--- config.mk ---
export PLATFORM = sky130hd
export DESIGN_NAME = td_dispatch
export DESIGN_NICKNAME = d
export VERILOG_FILES = /design/src/rtl/td_pkg.sv /design/src/rtl/td_cfg_hold.sv /design/src/rtl/td_rr_pick.sv /design/src/rtl/td_dispatch.sv
export SDC_FILE = /design/constraint.sdc
export NUM_CORES = 1
export LEC_CHECK = 0
export BUFFER_PORTS_ARGS = -buffer_cell sky130_fd_sc_hd__buf_2
export CAP_MARGIN = 20
export CORE_MARGIN = 1.5
export CORE_UTILIZATION = 46
export DETAILED_ROUTE_END_ITERATION = 8
export GPL_ROUTABILITY_DRIVEN = 0
export PLACE_DENSITY = 0.82
export SYNTH_ARGS = -nofsm -noshare
export SYNTH_HDL_FRONTEND = slang
export SYNTH_SLANG_ARGS = --single-unit
--- constraint.sdc ---
create_clock -name clk -period 2.4 [get_ports clk]
set_input_delay 0.6 -clock clk [delete_from_list [all_inputs] [get_ports clk]]
set_output_delay 0.6 -clock clk [all_outputs]
set_load 0.01 [all_outputs]
--- src/rtl/td_pkg.sv ---
package td_pkg;
    typedef enum logic [1:0] {
        ST_IDLE = 2'd0,
        ST_SEND = 2'd1,
        ST_HALT = 2'd2
    } td_state_e;

    localparam int EDGE_W = 7;

    function automatic logic [EDGE_W-1:0] edge_of(input logic [1:0] code);
        return 7'd8 << code;
    endfunction
endpackage

--- src/rtl/td_cfg_hold.sv ---
module td_cfg_hold #(
    parameter int NUM_QUADS = 4
) (
    input  logic                 clk,
    input  logic                 rst_n,
    input  logic                 load_i,
    input  logic [NUM_QUADS-1:0] mask_i,
    input  logic [1:0]           size_i,
    output logic [NUM_QUADS-1:0] mask_o,
    output logic [1:0]           size_o
);
    always_ff @(posedge clk) begin
        if (!rst_n) begin
            mask_o <= '1;
            size_o <= 2'd0;
        end else if (load_i) begin
            mask_o <= mask_i;
            size_o <= size_i;
        end
    end
endmodule

--- src/rtl/td_rr_pick.sv ---
module td_rr_pick #(
    parameter int NUM_QUADS = 4,
    localparam int QW = (NUM_QUADS > 1) ? $clog2(NUM_QUADS) : 1
) (
    input  logic [NUM_QUADS-1:0] mask_i,
    input  logic [QW-1:0]        start_i,
    output logic [QW-1:0]        pick_o,
    output logic                 any_o
);
    logic [QW-1:0]        cand [NUM_QUADS];
    logic [NUM_QUADS-1:0] rot;

    for (genvar g = 0; g < NUM_QUADS; g++) begin : g_rot
        logic [QW:0] sum;
        assign sum     = {1'b0, start_i} + (QW+1)'(g);
        assign cand[g] = (sum >= (QW+1)'(NUM_QUADS)) ? QW'(sum - (QW+1)'(NUM_QUADS)) : QW'(sum);
        assign rot[g]  = mask_i[cand[g]];
    end

    always_comb begin
        pick_o = start_i;
        for (int i = NUM_QUADS - 1; i >= 0; i--) begin
            if (rot[i]) pick_o = cand[i];
        end
    end

    assign any_o = |mask_i;
endmodule

--- src/rtl/td_dispatch.sv ---
module td_dispatch #(
    parameter int NUM_QUADS = 4,
    parameter int TRI_W     = 16,
    parameter int COORD_W   = 12,
    localparam int QW = (NUM_QUADS > 1) ? $clog2(NUM_QUADS) : 1
) (
    input  logic                 clk,
    input  logic                 rst_n,
    input  logic [NUM_QUADS-1:0] cfg_mask,
    input  logic [1:0]           cfg_size,
    input  logic                 in_valid,
    output logic                 in_ready,
    input  logic [TRI_W-1:0]     in_tri,
    input  logic [COORD_W-1:0]   in_x,
    input  logic [COORD_W-1:0]   in_y,
    input  logic                 in_last,
    output logic [NUM_QUADS-1:0] out_valid,
    input  logic [NUM_QUADS-1:0] out_ready,
    output logic [TRI_W-1:0]     out_tri,
    output logic [COORD_W-1:0]   out_x,
    output logic [COORD_W-1:0]   out_y,
    output logic [1:0]           out_size,
    output logic [6:0]           out_edge,
    output logic                 cfg_err
);
    import td_pkg::*;

    td_state_e            state, state_nx;
    logic [NUM_QUADS-1:0] act_mask;
    logic [1:0]           act_size;
    logic                 cfg_open;
    logic                 cfg_load;
    logic [QW-1:0]        next_start;
    logic [QW-1:0]        pick;
    logic                 any_en;
    logic [QW-1:0]        tgt;
    logic                 accept;
    logic                 handoff;

    assign accept   = in_valid && in_ready;
    assign handoff  = (state == ST_SEND) && out_ready[tgt];
    assign cfg_load = cfg_open && (state != ST_SEND) && !accept;

    td_cfg_hold #(.NUM_QUADS(NUM_QUADS)) u_cfg (
        .clk    (clk),
        .rst_n  (rst_n),
        .load_i (cfg_load),
        .mask_i (cfg_mask),
        .size_i (cfg_size),
        .mask_o (act_mask),
        .size_o (act_size)
    );

    td_rr_pick #(.NUM_QUADS(NUM_QUADS)) u_pick (
        .mask_i  (act_mask),
        .start_i (next_start),
        .pick_o  (pick),
        .any_o   (any_en)
    );

    always_ff @(posedge clk) begin
        if (!rst_n) state <= ST_IDLE;
        else        state <= state_nx;
    end

    always_comb begin
        state_nx = state;
        unique case (state)
            ST_IDLE: begin
                if (!any_en)       state_nx = ST_HALT;
                else if (in_valid) state_nx = ST_SEND;
            end
            ST_SEND: if (out_ready[tgt]) state_nx = ST_IDLE;
            ST_HALT: if (any_en)         state_nx = ST_IDLE;
            default: state_nx = ST_IDLE;
        endcase
    end

    always_comb begin
        in_ready  = 1'b0;
        out_valid = '0;
        cfg_err   = 1'b0;
        unique case (state)
            ST_IDLE: in_ready       = any_en;
            ST_SEND: out_valid[tgt] = 1'b1;
            ST_HALT: cfg_err        = 1'b1;
            default: ;
        endcase
    end

    always_ff @(posedge clk) begin
        if (!rst_n) begin
            tgt        <= '0;
            next_start <= '0;
            cfg_open   <= 1'b1;
            out_tri    <= '0;
            out_x      <= '0;
            out_y      <= '0;
            out_size   <= 2'd0;
        end else begin
            if (accept) begin
                tgt      <= pick;
                cfg_open <= in_last;
                out_tri  <= in_tri;
                out_x    <= in_x;
                out_y    <= in_y;
                out_size <= act_size;
            end
            if (handoff) begin
                next_start <= (tgt == QW'(NUM_QUADS - 1)) ? '0 : tgt + 1'b1;
            end
        end
    end

    assign out_edge = edge_of(out_size);
endmodule

==> results.py, run 1 <==
metrics = {
    "clocking": {
        "post_cts_resize_count": 0,
        "clk_latency_ns": 0.30,
        "number_of_buffers_added_by_the_clock_tree_synthesis_step": 5,
        "clock_path_buffers": 2,
        "clock_tree_from_tritoncts": "built",
        "clock_tree.htree_level_count": 2,
        "cts_num_sinks": 55,
        "clk_transition_reported_paths_ns": 0.09,
        "holdBufCountCts": 0,
        "postCtsSetupRepairBufs": 0,
        "cts_root_buf": "sky130_fd_sc_hd__clkbuf_8",
    },
    "yosys": {
        "synth_top_family_by_area": "simple AND/OR/NAND/NOR gates",
        "count_leader_synth": "sky130_fd_sc_hd__nand2_1",
        "netlist_instances": 271,
        "avgSynthCellArea_sq_um": 8.408,
        "yosys-mux-area-fraction_pct": 2.306,
        "synthTopCellsByCount": "96 x sky130_fd_sc_hd__nand2_1, 55 x sky130_fd_sc_hd__dfxtp_1, 43 x sky130_fd_sc_hd__a21boi_0",
        "flip_flop_and_latch_count_after_synthesis": 55,
        "mappedNetlistArea_sq_um": 2278,
        "synth_adder_area_share_pct": 2.197,
        "seq_area_frac_synth_pct": 48.33,
        "synth_largest_area_cell": "sky130_fd_sc_hd__dfxtp_1",
        "synth_compound_area_share_pct": 19.60,
        "synthFlopType": "sky130_fd_sc_hd__dfxtp_1",
        "synth_xor_area_share_pct": 0,
        "synth_simple_gate_area_share_pct": 22.57,
        "synth.distinct_cells": 28,
        "async_set_or_reset_register_ratio_after_synthesis_pct": 0,
        "number_of_flops_mapped_to_enable_cells_by_yosys": 0,
        "synth-warning-count": 0,
        "netlist_top_cells_area": "sky130_fd_sc_hd__dfxtp_1 48%, sky130_fd_sc_hd__nand2_1 16%, sky130_fd_sc_hd__a21boi_0 14%",
        "yosysTopAreaCellShare_pct": 48.33,
    },
    "worst_setup_path": {
        "critical_path_required_ns": 1.80,
        "critPathLaunch": "u_cfg.mask_o[0]",
        "worstReg2RegStart": "u_cfg.mask_o[0]",
        "critPathMaxFanout": 5,
        "cp-endpoint": "in_ready",
        "worstRegToRegCells": 4,
        "critPathLaunchType": "register",
        "endpoint_arrival_time_on_the_critical_path_ns": 1.64,
        "worstSetupPathType": "register to output port",
        "r2r_setup_slack_ns": 0.39,
        "critical_path.endpoint_type": "output port",
        "worst_r2r_endpoint": "u_cfg.mask_o[0]",
    },
    "floorplan": {
        "floorplan.die.width_microns": 73.38,
        "initial_core_util_pct": 47.92,
        "die_area_sq_um": 5385,
        "rows": 25,
        "core_area_sq_um": 4755,
        "number_of_placed_i_o_pins": 109,
        "dieHeight_microns": 73.38,
    },
    "timing": {
        "fin_hold_ws_ns": 0.4615,
        "fin_worst_skew_ns": 0.005975,
        "setup-tns-final_ns": 0,
        "layout_worst_path_cycle_share_pct": 93.29,
        "tightest_slew_ns": 0.5491,
        "final_period_minus_worst_setup_slack_ns": 2.239,
        "setup_viol": 0,
        "slew_limit_headroom_pct": 63.39,
        "fmax_mhz": 446.6,
        "timing.final.hold_violations": 0,
        "grt_setup_unrepaired": "false",
        "drv_slew": 0,
    },
    "cells_and_area": {
        "post_route_cells_drive_above_1_share_pct": 32.53,
        "finish.instance_area_sq_um": 2972,
        "syn_to_final_growth_pct": 30.42,
        "num_antenna_cells": 0,
        "stdcell_count": 439,
        "finish.net_count": 429,
    },
    "pwr": {
        "ir_drop_mv": 0.2936,
        "power.leakage_nw": 1.406,
        "pwr_density_cell_nw_per_um2": 646.3,
        "power.total_mw": 1.921,
    },
    "run": {
        "drv_cap": 0,
    },
    "grt": {
        "grt_first_pass_wirelength_microns": 7472,
        "grt_remaining_overflow": 0,
        "track_usage_pct": 17.72,
        "grt_most_used_layer": "met2",
        "use_met1_pct": 21.42,
        "antenna_found_initial": 0,
        "vias_in_the_first_global_route": 1721,
        "grtUsageMet3_pct": 5.213,
        "grt_start_max_net_pins": 47,
        "gr_layer_usage_met2_pct": 30.91,
    },
    "route": {
        "routed_wl_microns": 4838,
        "via_count": 2058,
        "via_per_inst": 4.688,
        "drcViolationCount": 0,
        "antenna_violating_nets_post_route": 0,
        "drt-pass1-iter-count": 4,
        "routed_wire_per_std_cell_microns": 11.02,
        "detailedRoute.firstIterationViolations": 42,
    },
    "placement": {
        "dpl_cells": 431,
        "portBuffers": 105,
        "dpl-instance-area_sq_um": 2854,
        "hpwl_microns": 3552,
    },
    "run_status": {
        "status": "finished, final reports clean",
    },
    "worst_hold_path": {
        "worst_min_path_class": "register to register",
    },
}
-- layout make-up --
class | count | area (sq um)
clock buffer | 6 | 82.58
clock inverter | 2 | 35.03
fill | 458 | 1783
inverter | 5 | 18.77
multi-input combinational | 194 | 1075
sequential | 55 | 1101
tap | 67 | 83.83
timing repair buffer | 110 | 575.6
-- worst max-delay path: stages (launching register included) --
cell and delay (ns):
sky130_fd_sc_hd__dfxtp_1 0.34, sky130_fd_sc_hd__or4_1 0.66, sky130_fd_sc_hd__and2_1 0.21, sky130_fd_sc_hd__buf_2 0.13
-- worst min-delay path by stage --
stage | startpoint | endpoint | depth (start not counted)
finish | out_y[11] | out_y[11] | 2
global route | u_cfg.size_o[1] | u_cfg.size_o[1] | 2
CTS | out_x[7] | out_x[7] | 2
detailed placement | out_y[4] | out_y[4] | 2
global placement | out_tri[3] | out_tri[3] | 2
floorplan | state[0] | state[1] | 1
-- kinds of logic after synthesis --
kind of cell / after synthesis
and+or+nand+nor: 122
AOI/OAI and AO/OA: 61
other: 1
adders and majority gates: 4
DFF: 55
buffers and inverters: 24
muxes: 4
-- where the power goes --
part           internal, mW  switching, mW
combinational         0.135          0.158
sequential            0.971         0.0373
clock                 0.338          0.282
total                  1.44          0.478
-- registers in the layout, summed over array words and instances, names as in the netlist --
name	count
next_start	2
out_size	2
out_y	12
state	2
cfg_open	1
out_tri	16
out_x	12
tgt	2
u_cfg.mask_o	4
u_cfg.size_o	2
-- stage by stage --
stage,setup WS (ns),util (%)
2_1_floorplan,0.6006,-
3_3_place_gp,0.4409,60.03
3_5_place_dp,0.3989,60.03
4_1_cts,0.1571,62.50
5_1_grt,0.1134,62.50
6_report,0.1611,62.50
-- routing by layer --
| metal | up-vias | part of all wire (%) |
|---|---|---|
| met5 | - | 0 |
| met4 | 0 | 0.91 |
| met3 | 5 | 7.0 |
| met2 | 72 | 47 |
| met1 | 904 | 45 |
| li1 | 1077 | - |
-- layout by cell type, fill, tap and decap left out, types with 2 or more instances in the layout --
master                     instances
sky130_fd_sc_hd__dfxtp_1          55
sky130_fd_sc_hd__nor2_1            3
sky130_fd_sc_hd__clkbuf_8          6
sky130_fd_sc_hd__conb_1            3
sky130_fd_sc_hd__o21ai_0           8
sky130_fd_sc_hd__and2_1            6
sky130_fd_sc_hd__buf_2           105
sky130_fd_sc_hd__mux2i_1           3
sky130_fd_sc_hd__a21boi_0         43
sky130_fd_sc_hd__ha_1              4
sky130_fd_sc_hd__inv_1             5
sky130_fd_sc_hd__nor2b_1           6
sky130_fd_sc_hd__o211ai_1          2
sky130_fd_sc_hd__nand3_1           5
sky130_fd_sc_hd__buf_4             4
sky130_fd_sc_hd__a21oi_1           4
sky130_fd_sc_hd__nand2_1          96
No activity file was read; power rests on OpenSTA's default activity.
==> run 2, diff against run 1 <==
--- a/config.mk
+++ b/config.mk
@@ -12,6 +12,7 @@
 export DETAILED_ROUTE_END_ITERATION = 8
 export GPL_ROUTABILITY_DRIVEN = 0
 export PLACE_DENSITY = 0.82
+export RECOVER_POWER = 25
 export SYNTH_ARGS = -nofsm -noshare
 export SYNTH_HDL_FRONTEND = slang
 export SYNTH_SLANG_ARGS = --single-unit
==> run 2 against run 1 <==
  * Setup slack barely moved
  * Clock skew fell by 0.00051 ns
  * Die area did not move
  * Register-to-register slack barely moved
  * Sequential cell count did not move
  * Cell count did not move
  * Sequential share of layout area rose by 0.39 points
  * Critical path type unchanged
  * Largest cell class unchanged
==> results.py, run 2 (synthesized netlist as in run 1, its figures left out) <==
metrics = {
    "worst_hold_path": {
        "hold_path_end": "u_cfg.size_o[0]",
        "worst_min_path_class": "register to register",
        "hold_depth": 2,
        "hold_path_startpoint": "u_cfg.size_o[0]",
    },
    "timing": {
        "setup-tns-final_ns": 0,
        "layout_worst_path_cycle_share_pct": 93.31,
        "timing.final.ws_setup_ns": 0.1606,
        "fmax_mhz": 446.6,
        "drv_slew": 0,
        "slew_limit_headroom_pct": 61.63,
        "final_period_minus_worst_setup_slack_ns": 2.239,
        "fin_worst_skew_ns": 0.005462,
        "grt_setup_unrepaired": "false",
        "timing.final.hold_violations": 0,
        "setup_viol": 0,
        "tightest_slew_ns": 0.5756,
    },
    "grt": {
        "grt_start_max_net_pins": 47,
        "antenna_found_initial": 0,
        "track_usage_pct": 17.72,
        "vias_in_the_first_global_route": 1721,
        "grt_remaining_overflow": 0,
        "grt_first_pass_wirelength_microns": 7472,
    },
    "route": {
        "routed-wl-met3_microns": 350,
        "detailedRoute.firstIterationViolations": 55,
        "via_per_inst": 4.672,
        "drt-pass1-iter-count": 4,
        "routed_wl_microns": 4864,
        "antenna_violating_nets_post_route": 0,
        "detailed_routed_wire_length_on_met2_microns": 2223,
        "top_signal_layer_used": "met4",
        "drcViolationCount": 0,
        "wl_met1_microns": 2245,
        "via_count": 2051,
        "routed_wire_per_std_cell_microns": 11.08,
    },
    "worst_setup_path": {
        "worstReg2RegStart": "u_cfg.mask_o[0]",
        "r2r_setup_slack_ns": 0.40,
        "worstRegToRegCells": 4,
        "critPathMaxFanout": 5,
        "critical_path.endpoint_type": "output port",
        "worstSetupPathType": "register to output port",
        "critical_path_required_ns": 1.80,
        "endpoint_arrival_time_on_the_critical_path_ns": 1.64,
        "worst_r2r_endpoint": "u_cfg.mask_o[0]",
        "critPathLaunchType": "register",
    },
    "cells_and_area": {
        "layout.filler_cells": 467,
        "post_route_cells_drive_above_1_share_pct": 25.81,
        "finish.net_count": 429,
        "biggestRegsByFlops": "out_tri x16, out_x x12, out_y x12",
        "ff_latch_area_sq_um": 1101,
        "num_antenna_cells": 0,
        "layout.cells.most_common": "sky130_fd_sc_hd__nand2_1",
        "largest_register_by_flop_count": "out_tri",
        "syn_to_final_growth_pct": 29.05,
        "mostFrequentLayoutCells": "96 x sky130_fd_sc_hd__nand2_1, 80 x sky130_fd_sc_hd__buf_2, 55 x sky130_fd_sc_hd__dfxtp_1",
        "largest_register_ffs": 16,
        "multi_input_area_sq_um": 1075,
    },
    "run_status": {
        "status": "finished, final reports clean",
    },
    "pwr": {
        "pwr_density_cell_nw_per_um2": 651.6,
        "switching_share_pct": 25.03,
        "p_comb_share_pct": 14.9,
        "power.net_switching_mw": 0.4796,
        "ir_drop_mv": 0.2939,
        "power.share.sequential_pct": 52.7,
        "internal_dissipation_mw": 1.436,
        "power.clock.fraction_pct": 32.4,
        "power.leakage_nw": 1.306,
    },
    "floorplan": {
        "dieHeight_microns": 73.38,
        "number_of_placed_i_o_pins": 109,
        "core_area_sq_um": 4755,
        "floorplan.die.width_microns": 73.38,
        "initial_core_util_pct": 47.92,
        "rows": 25,
        "die_area_sq_um": 5385,
    },
    "clocking": {
        "cts_num_sinks": 55,
        "holdBufCountCts": 0,
        "postCtsSetupRepairBufs": 0,
        "clk_transition_reported_paths_ns": 0.09,
        "clock_tree_from_tritoncts": "built",
        "cts_root_buf": "sky130_fd_sc_hd__clkbuf_8",
        "clk_latency_ns": 0.30,
        "number_of_buffers_added_by_the_clock_tree_synthesis_step": 5,
        "clock_tree.htree_level_count": 2,
        "post_cts_resize_count": 0,
        "clock_path_buffers": 2,
    },
    "placement": {
        "pre_cts_slack_ns": 0.3989,
        "hpwl_microns": 3552,
        "portBuffers": 105,
    },
    "run": {
        "drv_cap": 0,
    },
}
run 2: worst max-delay path by stage:
stage,startpoint,endpoint,slack (ns)
6_report,u_cfg.mask_o[0],in_ready,0.16
5_1_grt,u_cfg.mask_o[0],in_ready,0.11
4_1_cts,u_cfg.mask_o[0],in_ready,0.16
3_5_place_dp,u_cfg.mask_o[0],u_cfg.mask_o[0],0.40
3_3_place_gp,u_cfg.mask_o[1],u_cfg.mask_o[0],0.44
2_1_floorplan,u_cfg.mask_o[0],u_cfg.mask_o[0],0.60
run 2: metrics by stage:
stage	power [mW]	hold slack [ns]	area, sq um	instances	util, %
CTS	1.944	0.4663	2972	439	62.50
global placement	1.319	0.4467	2854	431	60.03
floorplan	1.199	0.4349	2286	273	-
global route	2.006	0.4840	2940	439	61.84
finish	1.916	0.4632	2940	439	61.84
detailed placement	1.326	0.4525	2854	431	60.03
run 2: worst max-delay path: stages (launching register included):
cell	delay, ns
sky130_fd_sc_hd__dfxtp_1	0.34
sky130_fd_sc_hd__or4_1	0.66
sky130_fd_sc_hd__and2_1	0.21
sky130_fd_sc_hd__buf_2	0.13
run 2: final cells by class:
cell class                 instances  share of cell area [%]
tap                               67                   2.851
clock inverter                     2                   1.191
inverter                           5                  0.6383
sequential                        55                   37.45
timing repair buffer             110                   18.51
multi-input combinational        194                   36.55
clock buffer                       6                   2.809
run 2: power groups by stage:
stage | Sequential, mW | Combinational, mW | Clock [mW]
4_1_cts | 1.01 | 0.297 | 0.638
6_report | 1.01 | 0.286 | 0.621
3_3_place_gp | 1.03 | 0.292 | 0
2_1_floorplan | 1.05 | 0.154 | 0
5_1_grt | 1.02 | 0.325 | 0.664
3_5_place_dp | 1.03 | 0.296 | 0
run 2: layer usage:
metal | GRT usage, % | vias to the layer above
met5 | 0 | -
met4 | 4.321 | 0
met3 | 5.213 | 5
met2 | 30.91 | 79
met1 | 21.42 | 888
li1 | - | 1079
==> run 3, diff against run 2 <==
--- a/config.mk
+++ b/config.mk
@@ -13,6 +13,7 @@
 export GPL_ROUTABILITY_DRIVEN = 0
 export PLACE_DENSITY = 0.82
 export RECOVER_POWER = 25
+export SETUP_SLACK_MARGIN = 0.5
 export SYNTH_ARGS = -nofsm -noshare
 export SYNTH_HDL_FRONTEND = slang
 export SYNTH_SLANG_ARGS = --single-unit
==> run 3 against run 2 <==
  * Via count is 2.3% higher
  * Sequential cell count did not move
  * Die area is the same
  * Non-clock buffer count rose by 6
  * Cell area is 2.3% higher
  * Core utilization up 1.4 points
  * Sequential share of layout area shrank 0.73 points
  * Clock skew shrank 0.00087 ns
  * Setup slack improved by 0.22 ns
==> results.py, run 3 (synthesized netlist as in run 1, its figures left out) <==
metrics = {
    "cells_and_area": {
        "finish.instance_area_sq_um": 3009,
        "largest_register_by_flop_count": "out_tri",
        "mostFrequentLayoutCells": "96 x sky130_fd_sc_hd__nand2_1, 81 x sky130_fd_sc_hd__buf_2, 52 x sky130_fd_sc_hd__dfxtp_1",
        "post_route_cells_drive_above_1_share_pct": 29.10,
        "final_core_utilization_pct": 63.29,
        "layout.filler_cells": 457,
        "multi_input_area_sq_um": 1090,
        "largest_register_ffs": 16,
        "num_antenna_cells": 0,
        "syn_to_final_growth_pct": 32.07,
        "ff_latch_area_sq_um": 1105,
        "layout.cells.most_common": "sky130_fd_sc_hd__nand2_1",
        "biggestRegsByFlops": "out_tri x16, out_x x12, out_y x12",
        "finish.net_count": 435,
    },
    "placement": {
        "dpl-instance-area_sq_um": 2854,
        "portBuffers": 105,
        "hpwl_microns": 3552,
    },
    "clocking": {
        "cts_num_sinks": 55,
        "clk_latency_ns": 0.30,
        "cts_root_buf": "sky130_fd_sc_hd__clkbuf_8",
        "clk_transition_reported_paths_ns": 0.09,
        "holdBufCountCts": 0,
        "clock_tree.htree_level_count": 2,
        "clock_tree_from_tritoncts": "built",
        "number_of_buffers_added_by_the_clock_tree_synthesis_step": 5,
        "clock_path_buffers": 2,
    },
    "floorplan": {
        "die_area_sq_um": 5385,
        "core_area_sq_um": 4755,
        "rows": 25,
        "initial_core_util_pct": 47.92,
        "floorplan.die.width_microns": 73.38,
        "dieHeight_microns": 73.38,
        "number_of_placed_i_o_pins": 109,
    },
    "grt": {
        "track_usage_pct": 18.58,
        "grt_remaining_overflow": 0,
        "grt_first_pass_wirelength_microns": 7852,
        "grt_start_max_net_pins": 47,
        "antenna_found_initial": 0,
        "vias_in_the_first_global_route": 1816,
    },
    "route": {
        "routed_wire_per_std_cell_microns": 11.41,
        "detailedRoute.firstIterationViolations": 78,
        "routed_wl_microns": 5077,
        "drcViolationCount": 0,
        "drt-pass1-iter-count": 4,
        "via_count": 2099,
        "antenna_violating_nets_post_route": 0,
        "via_per_inst": 4.717,
    },
    "worst_setup_path": {
        "r2r_setup_slack_ns": 0.52,
        "critPathMaxFanout": 2,
        "worst_r2r_endpoint": "out_y[2]",
        "worstRegToRegCells": 6,
        "critical_path_required_ns": 1.80,
        "endpoint_arrival_time_on_the_critical_path_ns": 1.42,
        "worstReg2RegStart": "u_cfg.mask_o[2]",
        "critical_path.endpoint_type": "output port",
        "worstSetupPathType": "register to output port",
        "critPathLaunchType": "register",
    },
    "run_status": {
        "status": "finished, final reports clean",
    },
    "timing": {
        "setup-tns-final_ns": 0,
        "timing.final.hold_violations": 0,
        "fin_worst_skew_ns": 0.004593,
        "layout_worst_path_cycle_share_pct": 84.25,
        "fin_hold_ws_ns": 0.4633,
        "final_period_minus_worst_setup_slack_ns": 2.022,
        "drv_slew": 0,
        "setup_viol": 0,
        "grt_setup_unrepaired": "true",
        "fmax_mhz": 494.6,
    },
    "pwr": {
        "pwr_density_cell_nw_per_um2": 644.7,
        "ir_drop_mv": 0.2945,
        "power.leakage_nw": 1.349,
        "power.total_mw": 1.940,
    },
    "worst_hold_path": {
        "worst_min_path_class": "register to register",
        "hold_depth": 2,
        "hold_path_end": "u_cfg.size_o[0]",
        "hold_path_startpoint": "u_cfg.size_o[0]",
    },
    "run": {
        "drv_cap": 0,
    },
}
-- run 3: worst max-delay path: stages, from the launching register on --
cell and delay, ns:
sky130_fd_sc_hd__dfxtp_2 0.33, sky130_fd_sc_hd__or4_4 0.53, sky130_fd_sc_hd__and2_4 0.16, sky130_fd_sc_hd__buf_6 0.11
-- run 3: metal layers --
layer  global-route usage, %  routed length (microns)
met1                   22.11                     2323
met2                   32.53                     2340
met3                   5.213                      347
met4                   5.556                       66
met5                       0                        0
-- run 3: report_power, final --
group / leakage, nW / total (mW) / switching, mW / internal, mW
registers: 0.451 / 1.01 / 0.0375 / 0.972
clock network: 0.0612 / 0.624 / 0.286 / 0.338
logic: 0.836 / 0.307 / 0.165 / 0.143
total: 1.35 / 1.94 / 0.488 / 1.45
-- run 3: repair_timing --
action / in CTS / in global routing
endpoints found under the setup margin: 39 / 17
endpoints found under the hold margin: 0 / 0
pin swaps: 2 / 0
setup buffers: 5 / 1
resized for setup: 9 / 2
-- run 3: through the flow --
stage / setup slack (ns) / std cells
5_1_grt: 0.3380 / 445
3_3_place_gp: 0.4409 / 431
4_1_cts: 0.3667 / 444
3_5_place_dp: 0.3989 / 431
2_1_floorplan: 0.6006 / 273
6_report: 0.3781 / 445
-- run 3: worst max-delay path by stage --
stage / start / slack, ns / endpoint / depth (start not counted)
after detailed placement: u_cfg.mask_o[0] / 0.40 / u_cfg.mask_o[0] / 4
final: u_cfg.mask_o[2] / 0.38 / in_ready / 3
after global routing: u_cfg.mask_o[2] / 0.34 / in_ready / 3
after CTS: u_cfg.mask_o[2] / 0.37 / in_ready / 3
after global placement: u_cfg.mask_o[1] / 0.44 / u_cfg.mask_o[0] / 4
after floorplan: u_cfg.mask_o[0] / 0.60 / u_cfg.mask_o[0] / 5
-- run 3: final cells by class --
class	count	share of cell area, %
Clock buffer	6	2.744
Tap cell	67	2.786
Multi-Input combinational cell	194	36.22
Inverter	5	0.6237
Sequential cell	55	36.72
Clock inverter	2	1.164
Timing Repair Buffer	116	19.75
